==> src/rtl/pci_mm_pkg.sv <==
package pci_mm_pkg;

   typedef enum logic [2:0] {
      ST_IDLE = 3'd0,
      ST_ADDR = 3'd1,
      ST_WAIT = 3'd2,
      ST_DATA = 3'd3,
      ST_TURN = 3'd4
   } mm_state_e;

   localparam logic [3:0] CMD_MEM_RD = 4'b0110;
   localparam logic [3:0] CMD_MEM_WR = 4'b0111;

endpackage

==> src/rtl/pci_mm_parity.sv <==
module pci_mm_parity #(
   parameter int DATA_W = 32,
   parameter int BE_W   = 4
) (
   input  logic              clk,
   input  logic              rst_n,
   input  logic [DATA_W-1:0] ad,
   input  logic [BE_W-1:0]   cbe_n,
   input  logic              oe,
   output logic              par,
   output logic              par_oe
);

   if (BE_W * 8 != DATA_W) begin : g_bad_width
      $error("pci_mm_parity: BE_W must be DATA_W/8");
   end

   // even parity registered one clock behind the values it covers
   always_ff @(posedge clk or negedge rst_n) begin
      if (!rst_n) begin
         par    <= 1'b0;
         par_oe <= 1'b0;
      end else begin
         par    <= ^{ad, cbe_n};
         par_oe <= oe;
      end
   end

endmodule

==> src/rtl/pci_mm_devsel_timer.sv <==
module pci_mm_devsel_timer #(
   parameter int LIMIT = 5
) (
   input  logic clk,
   input  logic rst_n,
   input  logic start,
   input  logic active,
   input  logic devsel_n,
   output logic seen,
   output logic expired
);

   localparam int CW = (LIMIT < 2) ? 1 : $clog2(LIMIT);

   if (LIMIT < 2) begin : g_bad_limit
      $error("pci_mm_devsel_timer: LIMIT must be at least 2");
   end

   logic [CW-1:0] cnt_q;

   // edges counted since FRAME# assertion; cnt_q == k-1 on edge k
   always_ff @(posedge clk or negedge rst_n) begin
      if (!rst_n) begin
         cnt_q <= '0;
         seen  <= 1'b0;
      end else if (start) begin
         cnt_q <= '0;
         seen  <= 1'b0;
      end else if (active) begin
         if (!devsel_n) seen <= 1'b1;
         else if (!seen && cnt_q != CW'(LIMIT - 1)) cnt_q <= cnt_q + 1'b1;
      end
   end

   assign expired = active && devsel_n && !seen && (cnt_q == CW'(LIMIT - 1));

   a_r8_seen_holds: assert property (@(posedge clk) disable iff (!rst_n)
      (seen && active && !start) |=> seen);

endmodule

==> src/rtl/pci_mem_master.sv <==
module pci_mem_master
   import pci_mm_pkg::*;
#(
   parameter int DATA_W       = 32,
   parameter int MASTER_WAIT  = 0,
   parameter int DEVSEL_LIMIT = 5
) (
   input  logic                  clk,
   input  logic                  rst_n,
   input  logic                  req_valid,
   input  logic                  req_write,
   input  logic [DATA_W-1:0]     req_addr,
   input  logic [DATA_W/8-1:0]   req_be,
   input  logic [DATA_W-1:0]     req_wdata,
   output logic                  req_ack,
   output logic                  req_err,
   output logic [DATA_W-1:0]     req_rdata,
   input  logic                  gnt_n,
   input  logic                  bus_frame_n,
   input  logic                  bus_irdy_n,
   output logic                  frame_n_o,
   output logic                  irdy_n_o,
   output logic [DATA_W-1:0]     ad_o,
   input  logic [DATA_W-1:0]     ad_i,
   output logic                  ad_oe,
   output logic [DATA_W/8-1:0]   cbe_n_o,
   output logic                  par_o,
   output logic                  par_oe,
   input  logic                  trdy_n,
   input  logic                  devsel_n,
   input  logic                  stop_n
);

   localparam int BE_W = DATA_W / 8;

   if (DATA_W != 32) begin : g_bad_data_w
      $error("pci_mem_master: DATA_W must be 32");
   end
   if (MASTER_WAIT < 0) begin : g_bad_wait
      $error("pci_mem_master: MASTER_WAIT must not be negative");
   end
   if (DEVSEL_LIMIT < 2) begin : g_bad_limit
      $error("pci_mem_master: DEVSEL_LIMIT must be at least 2");
   end

   mm_state_e         st_q;
   logic              frame_n_q, irdy_n_q, ad_oe_q, ack_q, err_q, wr_q;
   logic [DATA_W-1:0] ad_q, wdata_q, rdata_q;
   logic [BE_W-1:0]   cbe_n_q, be_q;

   logic go, tmo_active, tmo_seen, tmo_expired, wait_done;
   logic in_phase, fin_ok, fin_err;

   assign go         = (st_q == ST_IDLE) && req_valid && !gnt_n && bus_frame_n && bus_irdy_n;
   assign tmo_active = (st_q == ST_ADDR) || (st_q == ST_WAIT) || (st_q == ST_DATA);
   assign in_phase   = (st_q == ST_WAIT) || (st_q == ST_DATA);
   assign fin_ok     = (st_q == ST_DATA) && !irdy_n_q && !trdy_n && !devsel_n;
   assign fin_err    = !fin_ok && in_phase &&
                       ((!stop_n && trdy_n && (tmo_seen || !devsel_n)) || tmo_expired);

   // initiator wait-state counter, present only when waits are configured
   if (MASTER_WAIT == 0) begin : g_nowait
      assign wait_done = 1'b1;
   end else begin : g_wait
      localparam int WW = $clog2(MASTER_WAIT + 1);
      logic [WW-1:0] wcnt_q;
      always_ff @(posedge clk or negedge rst_n) begin
         if (!rst_n)                            wcnt_q <= '0;
         else if (st_q == ST_ADDR)              wcnt_q <= '0;
         else if (st_q == ST_WAIT && !wait_done) wcnt_q <= wcnt_q + 1'b1;
      end
      assign wait_done = (wcnt_q == WW'(MASTER_WAIT - 1));
   end

   always_ff @(posedge clk or negedge rst_n) begin
      if (!rst_n) begin
         st_q      <= ST_IDLE;
         frame_n_q <= 1'b1;
         irdy_n_q  <= 1'b1;
         ad_oe_q   <= 1'b0;
         ad_q      <= '0;
         cbe_n_q   <= '1;
         ack_q     <= 1'b0;
         err_q     <= 1'b0;
         rdata_q   <= '0;
         wr_q      <= 1'b0;
         be_q      <= '0;
         wdata_q   <= '0;
      end else begin
         ack_q <= 1'b0;
         err_q <= 1'b0;
         if (fin_ok || fin_err) begin
            st_q      <= ST_TURN;
            frame_n_q <= 1'b1;
            irdy_n_q  <= 1'b1;
            ad_oe_q   <= 1'b0;
            cbe_n_q   <= '1;
            ack_q     <= 1'b1;
            err_q     <= fin_err;
            if (!wr_q) rdata_q <= fin_err ? '1 : ad_i;
         end else begin
            case (st_q)
               ST_IDLE: if (go) begin
                  st_q      <= ST_ADDR;
                  frame_n_q <= 1'b0;
                  ad_q      <= req_addr;
                  ad_oe_q   <= 1'b1;
                  cbe_n_q   <= req_write ? CMD_MEM_WR : CMD_MEM_RD;
                  wr_q      <= req_write;
                  be_q      <= req_be;
                  wdata_q   <= req_wdata;
               end
               ST_ADDR: begin
                  cbe_n_q <= ~be_q;
                  ad_oe_q <= wr_q;
                  if (wr_q) ad_q <= wdata_q;
                  if (MASTER_WAIT == 0) begin
                     st_q      <= ST_DATA;
                     irdy_n_q  <= 1'b0;
                     frame_n_q <= 1'b1;
                  end else begin
                     st_q <= ST_WAIT;
                  end
               end
               ST_WAIT: if (wait_done) begin
                  st_q      <= ST_DATA;
                  irdy_n_q  <= 1'b0;
                  frame_n_q <= 1'b1;
               end
               ST_DATA: ;
               ST_TURN: st_q <= ST_IDLE;
               default: st_q <= ST_IDLE;
            endcase
         end
      end
   end

   pci_mm_devsel_timer #(.LIMIT(DEVSEL_LIMIT)) u_timer (
      .clk      (clk),
      .rst_n    (rst_n),
      .start    (go),
      .active   (tmo_active),
      .devsel_n (devsel_n),
      .seen     (tmo_seen),
      .expired  (tmo_expired)
   );

   pci_mm_parity #(.DATA_W(DATA_W), .BE_W(BE_W)) u_par (
      .clk    (clk),
      .rst_n  (rst_n),
      .ad     (ad_q),
      .cbe_n  (cbe_n_q),
      .oe     (ad_oe_q),
      .par    (par_o),
      .par_oe (par_oe)
   );

   assign frame_n_o = frame_n_q;
   assign irdy_n_o  = irdy_n_q;
   assign ad_o      = ad_q;
   assign ad_oe     = ad_oe_q;
   assign cbe_n_o   = cbe_n_q;
   assign req_ack   = ack_q;
   assign req_err   = err_q;
   assign req_rdata = rdata_q;

   a_r1_start_needs_grant: assert property (@(posedge clk) disable iff (!rst_n)
      $fell(frame_n_o) |-> $past(req_valid && !gnt_n && bus_frame_n && bus_irdy_n));

   a_r1_memory_command: assert property (@(posedge clk) disable iff (!rst_n)
      $fell(frame_n_o) |-> (cbe_n_o == CMD_MEM_RD || cbe_n_o == CMD_MEM_WR));

   a_r4_single_phase: assert property (@(posedge clk) disable iff (!rst_n)
      !(!frame_n_o && !irdy_n_o));

   a_r6_irdy_held: assert property (@(posedge clk) disable iff (!rst_n)
      (!irdy_n_o && (trdy_n || devsel_n) && stop_n && !tmo_expired) |=> !irdy_n_o);

   a_r7_ack_pulse: assert property (@(posedge clk) disable iff (!rst_n)
      req_ack |=> !req_ack);

   a_r10_no_back_to_back: assert property (@(posedge clk) disable iff (!rst_n)
      req_ack |=> frame_n_o);

endmodule

==> config.mk <==
export PLATFORM = sky130hd
export DESIGN_NAME = pci_mem_master
export DESIGN_NICKNAME = d
export VERILOG_FILES = /design/src/rtl/pci_mm_pkg.sv /design/src/rtl/pci_mm_parity.sv /design/src/rtl/pci_mm_devsel_timer.sv /design/src/rtl/pci_mem_master.sv
export SDC_FILE = /design/constraint.sdc
export NUM_CORES = 1
export LEC_CHECK = 0
export CAP_MARGIN = 25
export CELL_PAD_IN_SITES_DETAIL_PLACEMENT = 0
export CELL_PAD_IN_SITES_GLOBAL_PLACEMENT = 1
export CORE_MARGIN = 3
export CORE_UTILIZATION = 36
export CTS_BUF_LIST = sky130_fd_sc_hd__clkbuf_16
export CTS_CLUSTER_SIZE = 14
export DETAILED_ROUTE_END_ITERATION = 7
export PLACE_DENSITY_LB_ADDON = 0.3
export SYNTH_ARGS = -nofsm -noshare
export SYNTH_HDL_FRONTEND = slang
export SYNTH_SLANG_ARGS = --single-unit
==> constraint.sdc <==
create_clock -name clk -period 3.4 [get_ports clk]
set_input_delay 0.68 -clock clk [delete_from_list [all_inputs] [get_ports clk]]
set_output_delay 0.68 -clock clk [all_outputs]
set_load 0.02 [all_outputs]
# Word-level counts from Yosys, hierarchy flattened
# Cells that the tools add are included.
word_totals:
  ff_bits: 119
  input_bits: 110
  output_inout_bits: 75
  elab_cells: 104
op_classes:
  add_sub_neg: 1
  eq_ne: 10
  muxes: 28
  n_bitwise: 3
  n_reduce_logical: 46
ops:
  columns: ["cell", "count"]
  rows:
  - ["2-to-1 mux 32 bit", 3]
  - ["case mux 32 bit (2 select lines)", 1]
  - ["parity 36 bit", 1]
  - ["2-to-1 mux 3 bit", 6]
  - ["logical AND 1 bit", 15]
  - ["2-to-1 mux 1 bit", 12]
  - ["AND reduction 2 bit", 5]
  - ["nonzero test 2 bit", 5]
  - ["case mux 3 bit (3 select lines)", 1]
  - ["2-to-1 mux 4 bit", 2]
  - ["case mux 4 bit (2 select lines)", 1]
  - ["logical NOT 1 bit", 7]
  - ["== test 3 x 2 -> 1 bit (second input constant)", 2]
  - ["logical OR 1 bit", 6]
  - ["AND reduction 3 bit", 2]
  - ["nonzero test 3 bit", 2]
  - ["!= test 2 x 1 -> 1 bit (second input constant)", 2]
  - ["!= test 2 bit (second input constant)", 2]
  - ["inverter 4 bit", 1]
  - ["case mux 1 bit (2 select lines)", 2]
  - ["AND reduction 4 bit", 1]
  - ["adder 3 x 1 -> 3 bit (second input constant)", 1]
  - ["== test 3 x 1 -> 1 bit (second input constant)", 1]
  - ["== test 3 bit (second input constant)", 1]
  - ["other kinds (5)", 6]

# Logic depth before layout (Yosys ltp)
# Gate-level depths: netlist of the first run.
logic_depth:
  word_depth: 11
  mapped_depth: 8
  ltp_nobuf: 7

# Cells and area by module
# A second synthesis of the first run with hierarchy kept.
hier_totals:
  hier_cells: 375
  hier_area_um2: 5358.9
by_module_without_submodules:
  columns: ["mod", "instances", "cells_each", "area_each_um2", "seq_area_each_um2"]
  rows:
  - ["pci_mem_master", 1, 314, 4759.6, 2835.2]
  - ["pci_mm_parity", 1, 36, 361.6, 50.0]
  - ["pci_mm_devsel_timer", 1, 25, 237.7, 100.1]

# Worst setup path before layout of the first run
# No wires, ideal clock.
synth_path:
  path_kind: "input to register"
  start: "input port gnt_n"
  end: "register wr_q"
  setup_time_ns: 0.117
  arrival_time_ns: 1.815
  required_time_ns: 3.283
  slack_ns: 1.468
  stages: 6
  path_buffers: 2
  cell_sequence: "nand4b_2 > or4_1 > buf_2 > buf_2 > nand2_1 > nand2_1"
synth_between:
  elab_chain_cells: 5
synth_lines:
  columns: ["element", "line", "source"]
  rows:
  - ["start, declared", "pci_mem_master.sv:18", "input logic gnt_n,"]
  - ["logical NOT 1 bit", "pci_mem_master.sv:54", "assign go = (st_q == ST_IDLE) && req_valid && !gnt_n && bus_frame_n && bus_irdy_n;"]
  - ["logical AND 1 bit (3 in a row)", "pci_mem_master.sv:54", null]
  - ["AND reduction 3 bit (no line)", null, null]
  - ["end signal, assigned", "pci_mem_master.sv:109", "wr_q <= req_write;"]
  - ["end, declared", "pci_mem_master.sv:47", "logic frame_n_q, irdy_n_q, ad_oe_q, ack_q, err_q, wr_q;"]
# No other way between the ends.
# A chain may end at the register's enable or synchronous reset.

# Final worst setup path of the first run
layout_path:
  start: "register cbe_n_q[0] (netlist: cbe_n_o[0])"
  end: "output port cbe_n_o[0]"
layout_rtl:
  columns: ["element", "line", "source"]
  rows:
  - ["start, declared", "pci_mem_master.sv:49", "logic [BE_W-1:0] cbe_n_q, be_q;"]
  - ["start signal, assigned", "pci_mem_master.sv:108", "cbe_n_q <= req_write ? CMD_MEM_WR : CMD_MEM_RD;"]
  - ["start signal, assigned", "pci_mem_master.sv:114", "cbe_n_q <= ~be_q;"]
  - ["end, declared", "pci_mem_master.sv:26", "output logic [DATA_W/8-1:0] cbe_n_o,"]
# No word-level cell between the ends.

==> results.tsv, run 1 <==
stage	metric	value	unit
floorplanning	Die H	125.9	um
flow_run	Max-Cap Viols	0	
min_path	Hold WC Path Type	input port to asynchronous set/reset pin	
critical_path	crit path capture	cbe_n_o[0]	
drt	antenna viol nets, final	0	
power_and_ir_drop	logic gate share of total power	0.459	
logic_synthesis	Yosys warning count	0	
critical_path	CP Max Fanout	3	
power_and_ir_drop	Clock power frac	0.229	
critical_path	Worst R2R Start	st_q[0]	
cells_and_area	Final Net Count	815	
sta	RSZ-0062 raised after global routing	no	
critical_path	crit-path cells	clkdlybuf4s50_1	
cts	CTS tree	done	
floorplanning	Initial Util	0.3700	
sta	Final Setup Violations	0	
power_and_ir_drop	net switching power	2.781	mW
sta	normalized max-slew margin	0.3951	
floorplanning	Top Ports	185	
critical_path	Crit. Startpoint	cbe_n_o[0]	
drt	via count	4290	
cells_and_area	diode count	0	
cts	H-tree Lvls	4	
sta	Slew @ Worst Pin	907.3	ps
cts	CTS Sinks	119	
logic_synthesis	area leader, netlist	dfrtp_1	
power_and_ir_drop	Internal	4.938	mW
logic_synthesis	count of flip-flops with a built-in enable after synthesis	0	
logic_synthesis	Synth top cells by count	nand2_1 (178), dfrtp_1 (113), nor2_1 (55)	
sta	Setup Skew	6.998	ps
sta	TNS Setup	0	ps
global_routing	GRT overflow	0	
placement	Routability Congestion	0.7790	
cts	CTS Root Cell	clkbuf_16	
cts	Resized Gates After CTS	0	
critical_path	worst endpoint required time	2720	ps
logic_synthesis	Synth cell types	39	
critical_path	Top delay family on crit path	buffers and inverters	
power_and_ir_drop	Seq pwr share	0.312	
global_routing	vias in the first global route	4521	
critical_path	Reg2Reg Depth	3	
cells_and_area	share of cells above drive strength 1	0.07682	
cts	Clk pin slew, worst setup/hold paths	50	ps
sta	minimum clock period	2278	ps
floorplanning	die area	0.01585	sq mm
sta	Hold Vio Cnt, Final	0	
logic_synthesis	top-area cell type share of the netlist area	0.5463	
sta	f_max	438.9	MHz
cells_and_area	Area Growth Syn to Fin	49.50	%
critical_path	Worst EP arrival	1600	ps
sta	final worst-path cycle share	0.6701	
placement	port buffer count	184	
cts	Post-CTS Hold Buffers	0	
floorplanning	core area	0.01399	sq mm
logic_synthesis	Post-synth top flop	dfrtp_1	
logic_synthesis	Synth Cell Area	0.005176	sq mm
critical_path	r2r setup slk	1400	ps
critical_path	Setup CP Type	flop to output port	
cts	total CTS buffers	17	
drt	final WL	14080	um
cells_and_area	post-layout util	0.5532	
sta	Slew Viols, Final	0	
logic_synthesis	Async SR Flop Fraction	1.000	
critical_path	Max stage delay on crit path	630	ps
cts	Setup Buffers After CTS	0	
logic_synthesis	most frequent cell after synthesis	nand2_1	
drt	drt first pass iters	4	
cells_and_area	FILL cells	1249	
floorplanning	die width	125.9	um
global_routing	largest net degree at the start of global routing	65	
drt	initial DRC count	264	
critical_path	CP Capture Type	output port	
cts	clk_lat worst skew	410	ps
logic_synthesis	FF+latch count, synth	119	
global_routing	global-route wire length before repair	23260	um
global_routing	GR Util All Layers	0.1834	
critical_path	Reg-to-Reg End	req_rdata[22]	
logic_synthesis	Mapped Avg Cell Area	9.878	sq um
logic_synthesis	top area cells in the synthesized netlist	dfrtp_1 (55%), nand2_1 (13%), xnor2_1 (5.2%)	
floorplanning	row cnt	43	
cts	clock buffer depth	2	
critical_path	CP Depth	1	
critical_path	crit start category	flop	
power_and_ir_drop	sw frac	0.3603	
power_and_ir_drop	cell leakage power	3.270	nW
status	status	finished clean	
critical_path	Worst path slowest cell	clkdlybuf4s50_1	
global_routing	initial antenna violation count	0	
logic_synthesis	Seq/Total Area, Yosys	0.5767	
power_and_ir_drop	Max VDD drop	0.0004746	V
logic_synthesis	Post-Synthesis Cells	524	
drt	Avg WL per Cell	15.72	um
drt	remaining routing DRC violations	0	
drt	Via density	4.788	
placement	dpl hpwl	9874	um
logic_synthesis	Mapped Nets	636	
power_and_ir_drop	power per cell area	997.5	mW/mm^2
critical_path	WP buf/inv	1	
## kinds of logic after synthesis
logic type | count (synthesis) | synth area share
AO/OA/AOI/OAI | 84 | 0.1242
XOR/XNOR | 37 | 0.06526
adder cells (fa/ha/maj) | 2 | 0.004834
buffers and inverters | 33 | 0.03553
flip-flops | 119 | 0.5767
multiplexers | 1 | 0.001934
AND/OR/NAND/NOR | 248 | 0.1914
## registers in the layout, summed over array words and instances (netlist names), 3 cells and up
register,count
wdata_q,32
ad_o,32
u_timer.cnt_q,3
cbe_n_o,4
st_q,3
req_rdata,32
be_q,4
## layout by cell type (no fill, tap or decap), drive strengths merged, types with 2 or more instances in the layout
cell type | Yosys | final
ha | 2 | 2
inv | 2 | 2
bufinv | 0 | 3
dfstp | 6 | 6
clkbuf | 12 | 17
clkdlybuf4s50 | 0 | 183
a22oi | 2 | 2
and2 | 2 | 2
a211oi | 3 | 3
nand2b | 3 | 3
a21oi | 9 | 9
buf | 19 | 8
nand4b | 2 | 2
a31oi | 32 | 32
o22a | 28 | 28
xnor2 | 31 | 31
nand2 | 178 | 178
dfrtp | 113 | 113
nor2 | 55 | 55
xor2 | 5 | 5
clkinvlp | 0 | 3
clkinv | 0 | 9
or2 | 2 | 2
o21ai | 5 | 5
## stage by stage
stage	area, sq um	instances	total power, mW	hold slack, ps	worst slack, ps
2_1_floorplan	5176	524	4.706	384.4	1468
3_3_place_gp	7152	864	5.905	411.4	816.2
3_5_place_dp	7152	864	6.019	416.0	761.6
4_1_cts	7739	896	7.814	389.7	1084
5_1_grt	7739	896	8.208	406.4	1007
6_report	7739	896	7.719	359.3	1122
## worst min path at each step
stage / startpoint / endpoint / slack, ps / depth (start not counted)
finish: rst_n / wdata_q[13] / 360 / 1
global route: rst_n / wdata_q[13] / 410 / 1
CTS: rst_n / wdata_q[13] / 390 / 1
detailed placement: ad_oe / u_par.par_oe / 420 / 0
global placement: ad_oe / u_par.par_oe / 410 / 0
floorplan: rst_n / ad_o[0] / 380 / 0
## power groups by stage
stage / logic (mW) / registers [mW] / clock network, mW
after floorplan: 1.98 / 2.72 / 0
after global placement: 3.49 / 2.42 / 0
after detailed placement: 3.58 / 2.44 / 0
after CTS: 3.59 / 2.42 / 1.81
after global routing: 3.83 / 2.49 / 1.88
final: 3.54 / 2.41 / 1.77
## final cells by class
cell class / instances / area, sq um / area share
well taps: 180 / 225.2 / 0.02910
clock buffers: 17 / 425.4 / 0.05497
inverters: 2 / 7.507 / 0.0009701
multi-input cells: 372 / 2017 / 0.2606
repair buffers: 191 / 1917 / 0.2477
flip-flops and latches: 119 / 2985 / 0.3858
clock inverters: 15 / 161.4 / 0.02086
## per-layer routing
layer,track usage,vias to the layer above,share of wire
met1,0.2339,2056,0.43
li1,-,2104,-
met4,0.06246,0,0.013
met3,0.04326,13,0.057
met5,0,-,0
met2,0.3077,117,0.50
Power figures use the tool's default switching activity.
==> run 2, diff against run 1 <==
--- a/config.mk
+++ b/config.mk
@@ -9,7 +9,7 @@
 export CELL_PAD_IN_SITES_DETAIL_PLACEMENT = 0
 export CELL_PAD_IN_SITES_GLOBAL_PLACEMENT = 1
 export CORE_MARGIN = 3
-export CORE_UTILIZATION = 36
+export CORE_UTILIZATION = 30
 export CTS_BUF_LIST = sky130_fd_sc_hd__clkbuf_16
 export CTS_CLUSTER_SIZE = 14
 export DETAILED_ROUTE_END_ITERATION = 7
==> constraint.sdc (replaced) <==
create_clock -name clk -period 2 [get_ports clk]
set_input_delay 0.4 -clock clk [delete_from_list [all_inputs] [get_ports clk]]
set_output_delay 0.4 -clock clk [all_outputs]
set_load 0.02 [all_outputs]
==> run 2 against run 1 <==
Compared with the run above: hold slack improved by 43 ps; highest routed layer is now met5; register-to-register slack got worse by 1200 ps; sequential cell count unchanged; critical endpoint is now frame_n_o; first-iteration DRC count decreased by 27%; critical path type unchanged.
==> results.tsv, run 2 (synthesized netlist as in run 1, its figures left out) <==
stage	metric	value	unit	change
drt	remaining routing DRC violations	0		unchanged
sta	RSZ-0062 raised after global routing	no		unchanged
cts	CTS tree	done		unchanged
cts	clk_lat worst skew	400	ps	was 410 ps
cells_and_area	share of cells above drive strength 1	0.09166		was 0.07682
status	status	finished clean		unchanged
sta	Final Setup Violations	0		unchanged
cells_and_area	Area Growth Syn to Fin	55.60	%	was 49.50%
drt	antenna viol nets, final	0		unchanged
cells_and_area	Final Net Count	830		was 815
cells_and_area	most frequent cells in the layout	clkdlybuf4s50_1 (179), nand2_1 (178), dfrtp_1 (113), nor2_1 (55), a31oi_1 (32)		was clkdlybuf4s50_1 (183), nand2_1 (178), dfrtp_1 (113), nor2_1 (55), a31oi_1 (32)
power_and_ir_drop	Clock power frac	0.243		was 0.229
cells_and_area	post-layout util	0.4806		was 0.5532
drt	Via density	4.562		was 4.788
sta	Setup Skew	6.237	ps	was 6.998 ps
min_path	Hold WC Path Type	input port to asynchronous set/reset pin		unchanged
critical_path	Worst R2R Start	cbe_n_o[0]		was st_q[0]
critical_path	worst endpoint required time	1600	ps	was 2720 ps
sta	Hold Vio Cnt, Final	0		unchanged
sta	final worst-path cycle share	0.9740		
power_and_ir_drop	Seq pwr share	0.302		was 0.312
power_and_ir_drop	net switching power	4.729	mW	was 2.781 mW
cts	H-tree Lvls	4		unchanged
critical_path	CP Max Fanout	3		unchanged
sta	minimum clock period	1948	ps	
global_routing	met1 Use GR	0.1885		was 0.2339
critical_path	WP buf/inv	1		unchanged
global_routing	GR Util All Layers	0.1547		was 0.1834
cts	Clk pin slew, worst setup/hold paths	60	ps	was 50 ps
power_and_ir_drop	cell leakage power	3.396	nW	was 3.270 nW
global_routing	met3 usage	0.03981		was 0.04326
floorplanning	Die H	137.4	um	was 125.9 um
cts	CTS Root Cell	clkbuf_16		unchanged
critical_path	Max stage delay on crit path	610	ps	was 630 ps
sta	TNS Setup	0	ps	unchanged
cells_and_area	commonest non-fill, non-tap cell in the layout	clkdlybuf4s50_1		unchanged
global_routing	largest net degree at the start of global routing	55		was 65
global_routing	busiest grt layer	met2		unchanged
floorplanning	die area	0.01887	sq mm	was 0.01585 sq mm
floorplanning	row cnt	47		was 43
global_routing	met2 Resource Use GR	0.2681		was 0.3077
floorplanning	die width	137.4	um	was 125.9 um
sta	Slew Viols, Final	0		unchanged
floorplanning	Initial Util	0.3088		was 0.3700
placement	dpl hpwl	10410	um	was 9874 um
sta	f_max	513.3	MHz	
global_routing	vias in the first global route	4462		was 4521
critical_path	crit-path cells	clkdlybuf4s50_1		unchanged
drt	initial DRC count	192		was 264
floorplanning	Top Ports	185		unchanged
critical_path	Setup CP Type	flop to output port		unchanged
drt	via count	4338		was 4290
cts	CTS Sinks	119		unchanged
power_and_ir_drop	Internal	8.757	mW	was 4.938 mW
critical_path	CP Capture Type	output port		unchanged
drt	Avg WL per Cell	15.00	um	was 15.72 um
global_routing	global-route wire length before repair	22450	um	was 23260 um
critical_path	crit start category	flop		unchanged
critical_path	Worst path slowest cell	clkdlybuf4s50_1		unchanged
sta	normalized max-slew margin	0.7253		was 0.3951
cts	total CTS buffers	17		unchanged
drt	drt first pass iters	4		unchanged
flow_run	Max-Cap Viols	0		unchanged
power_and_ir_drop	sw frac	0.3507		was 0.3603
cts	clock buffer depth	2		unchanged
power_and_ir_drop	logic gate share of total power	0.455		was 0.459
placement	port buffer count	184		unchanged
global_routing	initial antenna violation count	1		was 0
drt	final WL	14270	um	was 14080 um
sta	Slew @ Worst Pin	411.0	ps	was 907.3 ps
power_and_ir_drop	Max VDD drop	0.0008345	V	was 0.0004746 V
critical_path	Worst EP arrival	1550	ps	was 1600 ps
cells_and_area	diode count	0		unchanged
critical_path	Crit. Startpoint	frame_n_o		was cbe_n_o[0]
placement	Routability Congestion	0.8025		was 0.7790
critical_path	Top delay family on crit path	buffers and inverters		unchanged
power_and_ir_drop	power per cell area	1675	mW/mm^2	was 997.5 mW/mm^2
floorplanning	core area	0.01676	sq mm	was 0.01399 sq mm
global_routing	GRT overflow	0		unchanged
==> run 2: routing by layer <==
metal | wire [um] | part of all wire | up-vias
met3 | 886 | 0.062 | 15
met2 | 7213 | 0.51 | 122
met4 | 190 | 0.013 | 2
li1 | - | - | 2126
met5 | 13 | 0.00091 | -
met1 | 5965 | 0.42 | 2073
==> run 2: timing repair <==
| item | in CTS | in global routing |
|---|---|---|
| hold endpoints to repair | 13 | 0 |
| endpoints found under the setup margin | 2 | 2 |
| hold buffers | 1 | 0 |
| gates resized for setup | 2 | 2 |
| setup buffers | 0 | 0 |
| pin swaps | 0 | 0 |
==> run 2: through the flow <==
stage          hold WS [ps]  setup WS, ps  instances  power (mW)  cell area, sq um
2_1_floorplan         104.4         303.1        524       8.000              5176
3_3_place_gp          277.6        -43.23        918       10.24              7407
3_5_place_dp          280.0        -87.84        918       10.29              7407
4_1_cts               393.3        0.4702        951       13.64              8049
5_1_grt               413.5         6.016        951       14.33              8054
6_report              402.2         51.98        951       13.49              8054
==> run 2: final cells by class <==
cell class              instances  area (sq um)
flip-flops and latches        119          2985
clock inverters                15         209.0
multi-input cells             372          2017
repair buffers                206          2135
clock buffers                  17         425.4
well taps                     220         275.3
inverters                       2         7.507
fillers                      1557          8706
==> run 2: path summary, 6_finish.rpt <==
path	endpoint	cells past startpoint	slack [ps]
setup reg to reg	u_par.par	5	220
min in group clk	u_par.par_oe	0	410
max in group asynchronous	cbe_n_o[3]	3	990
setup / recovery	frame_n_o	1	50
hold reg to reg	u_par.par_oe	0	410
hold / removal	ad_o[13]	2	400
==> run 2: power groups by stage <==
stage	registers (mW)	logic (mW)	clock network, mW
CTS	4.09	6.22	3.34
detailed placement	4.12	6.17	0
finish	4.07	6.14	3.28
global route	4.20	6.66	3.47
floorplan	4.63	3.37	0
global placement	4.10	6.14	0
==> run 3, diff against run 2 <==
--- a/config.mk
+++ b/config.mk
@@ -9,11 +9,13 @@
 export CELL_PAD_IN_SITES_DETAIL_PLACEMENT = 0
 export CELL_PAD_IN_SITES_GLOBAL_PLACEMENT = 1
 export CORE_MARGIN = 3
-export CORE_UTILIZATION = 30
+export CORE_UTILIZATION = 42
 export CTS_BUF_LIST = sky130_fd_sc_hd__clkbuf_16
 export CTS_CLUSTER_SIZE = 14
 export DETAILED_ROUTE_END_ITERATION = 7
+export DONT_BUFFER_PORTS = 1
 export PLACE_DENSITY_LB_ADDON = 0.3
+export SKIP_LAST_GASP = 1
 export SYNTH_ARGS = -nofsm -noshare
 export SYNTH_HDL_FRONTEND = slang
 export SYNTH_SLANG_ARGS = --single-unit
==> run 3 against run 2 <==
Compared with the run above: the flow now finishes with violations (hold timing); register-to-register slack got worse by 50 ps; final cell count fell by 28%; worst setup slack improved by 120 ps; die area decreased by 27%; clock-buffer cell count is the same; via count shrank 16%; sequential cell count did not move; total power down 15%.
==> results.tsv, run 3 (synthesized netlist as in run 1, its figures left out) <==
stage	metric	value	unit	change
floorplanning	row cnt	39		was 47
cells_and_area	diode count	0		unchanged
power_and_ir_drop	Max VDD drop	0.001121	V	was 0.0008345 V
critical_path	crit path capture	u_par.par		was frame_n_o
floorplanning	Initial Util	0.4420		was 0.3088
global_routing	met2 Resource Use GR	0.2984		was 0.2681
power_and_ir_drop	Seq pwr share	0.428		was 0.302
floorplanning	core area	0.01171	sq mm	was 0.01676 sq mm
sta	TNS Setup	0	ps	unchanged
floorplanning	die area	0.01369	sq mm	was 0.01887 sq mm
global_routing	initial antenna violation count	0		was 1
sta	Hold Vio Cnt, Final	119		was 0
status	status	finished with violations		was finished clean
sta	minimum clock period	1828	ps	was 1948 ps
critical_path	most frequent CP cell	xnor2_1		
drt	remaining routing DRC violations	0		unchanged
power_and_ir_drop	Internal	7.088	mW	was 8.757 mW
cells_and_area	Area Growth Syn to Fin	13.05	%	was 55.60%
cts	H-tree Lvls	4		unchanged
power_and_ir_drop	net switching power	4.357	mW	was 4.729 mW
power_and_ir_drop	cell leakage power	2.541	nW	was 3.396 nW
cells_and_area	commonest non-fill, non-tap cell in the layout	nand2_1		was clkdlybuf4s50_1
floorplanning	die width	117.0	um	was 137.4 um
cts	clk_lat worst skew	400	ps	about the same
global_routing	largest net degree at the start of global routing	120		was 55
cells_and_area	fin area	0.005852	sq mm	was 0.008054 sq mm
placement	Area after DPL	0.005329	sq mm	was 0.007407 sq mm
power_and_ir_drop	power per cell area	1956	mW/mm^2	was 1675 mW/mm^2
drt	Avg WL per Cell	18.07	um	was 15.00 um
critical_path	crit start category	flop		unchanged
critical_path	Worst path slowest cell	dfstp_2		was clkdlybuf4s50_1
global_routing	vias in the first global route	3683		was 4462
critical_path	CP Capture Type	flop		was output port
cts	CTS Root Cell	clkbuf_16		unchanged
global_routing	GRT overflow	0		unchanged
placement	placed cell count	648		was 918
critical_path	r2r setup slk	170	ps	was 220 ps
status	failing checks	hold timing		
sta	Slew @ Worst Pin	512.8	ps	was 411.0 ps
power_and_ir_drop	sw frac	0.3807		was 0.3507
global_routing	global-route wire length before repair	18960	um	was 22450 um
power_and_ir_drop	logic gate share of total power	0.339		was 0.455
cts	Clk pin slew, worst setup/hold paths	50	ps	was 60 ps
critical_path	Reg-to-Reg End	u_par.par		unchanged
cts	CTS Sinks	119		unchanged
cts	clock buffer depth	2		unchanged
critical_path	worst endpoint required time	2280	ps	was 1600 ps
power_and_ir_drop	Clock power frac	0.233		was 0.243
critical_path	crit-path cells	xnor2_1 -> xnor2_1 -> xnor2_1 -> xnor3_1 -> xnor2_1		was clkdlybuf4s50_1
cells_and_area	share of cells above drive strength 1	0.1024		was 0.09166
sta	final worst-path cycle share	0.9138		was 0.9740
drt	drt first pass iters	4		unchanged
placement	Routability Congestion	0.7570		was 0.8025
sta	worst hold slack	-305.8	ps	was 402.2 ps
sta	Slew Viols, Final	0		unchanged
critical_path	CP Max Fanout	3		unchanged
drt	final WL	12290	um	was 14270 um
drt	antenna viol nets, final	0		unchanged
critical_path	Worst R2R Start	cbe_n_o[0]		unchanged
flow_run	Max-Cap Viols	0		unchanged
critical_path	Max stage delay on crit path	620	ps	was 610 ps
floorplanning	Die H	117.0	um	was 137.4 um
global_routing	met1 Use GR	0.2140		was 0.1885
critical_path	Crit. Startpoint	cbe_n_o[0]		was frame_n_o
global_routing	GR Util All Layers	0.1823		was 0.1547
drt	initial DRC count	195		was 192
critical_path	Setup CP Type	flop to flop		was flop to output port
sta	Final Setup Violations	0		unchanged
cells_and_area	Final Non-Filler Cells	680		was 951
placement	port buffer count	0		was 184
cts	total CTS buffers	17		unchanged
critical_path	Worst EP arrival	2110	ps	was 1550 ps
sta	f_max	547.2	MHz	was 513.3 MHz
drt	via count	3652		was 4338
critical_path	Reg2Reg Depth	5		unchanged
drt	Via density	5.371		was 4.562
global_routing	met3 usage	0.07455		was 0.03981
min_path	Hold WC Path Type	input port to asynchronous set/reset pin		unchanged
floorplanning	Top Ports	185		unchanged
placement	dpl hpwl	8566	um	was 10410 um
sta	RSZ-0062 raised after global routing	no		unchanged
cts	CTS tree	done		unchanged
sta	normalized max-slew margin	0.6581		was 0.7253
global_routing	busiest grt layer	met2		unchanged
cells_and_area	most frequent cells in the layout	nand2_1 (178), dfrtp_1 (113), nor2_1 (55), a31oi_1 (32), xnor2_1 (31)		was clkdlybuf4s50_1 (179), nand2_1 (178), dfrtp_1 (113), nor2_1 (55), a31oi_1 (32)
sta	Setup Skew	7.082	ps	was 6.237 ps
cells_and_area	Final Net Count	636		was 830
[run 3: final cells by class]
type / instances / area [sq um]
multi-input combinational: 372 / 2017
inverter: 2 / 7.507
clock buffer: 17 / 425.4
timing repair buffer: 12 / 140.1
tap: 143 / 178.9
fill: 1137 / 5859
sequential: 119 / 2985
clock inverter: 15 / 97.59
[run 3: how the worst min path moves through the flow]
stage                     slack (ps)  start  depth (start not counted)  endpoint
final                           -310  rst_n                          0   req_ack
after global routing            -330  rst_n                          0   req_ack
after CTS                       -330  rst_n                          0   req_ack
after detailed placement         110  rst_n                          0   req_ack
after global placement           110  rst_n                          0   req_ack
after floorplan                  100  rst_n                          0   ad_o[0]
[run 3: worst max-delay path, delay by kind of cell (launching register included)]
kind	cells	cell delay (ps)
XOR/XNOR	5	1080
flip-flops	1	620
[run 3: power groups by stage]
stage               sequential [mW]  combinational, mW  clock, mW
finish                         4.90               3.88       2.66
global route                   5.03               4.33       2.87
CTS                            4.92               3.96       2.76
detailed placement             4.96               3.94          0
global placement               4.93               3.89          0
floorplan                      4.63               3.37          0
[run 3: stage by stage]
step | utilization | total power, mW | setup slack (ps) | hold slack [ps]
after floorplan | - | 8.000 | 303.1 | 104.4
after global placement | 0.4550 | 8.811 | 160.0 | 108.9
after detailed placement | 0.4550 | 8.898 | 134.8 | 108.5
after CTS | 0.4997 | 11.63 | 122.3 | -332.5
after global routing | 0.4997 | 12.22 | 41.43 | -333.2
final | 0.4997 | 11.45 | 172.4 | -305.8
[run 3: timing repair]
action                                  in CTS  in global routing
endpoints found under the setup margin       0                 28
gates resized for setup                      0                  1
hold endpoints to repair                   119                119
setup buffers                                0                  0
[run 3: per-layer routing]
| metal | routed length [um] | up-vias |
|---|---|---|
| li1 | - | 1736 |
| met1 | 4896 | 1758 |
| met2 | 6021 | 141 |
| met3 | 1119 | 17 |
| met4 | 249 | 0 |
| met5 | 0 | - |
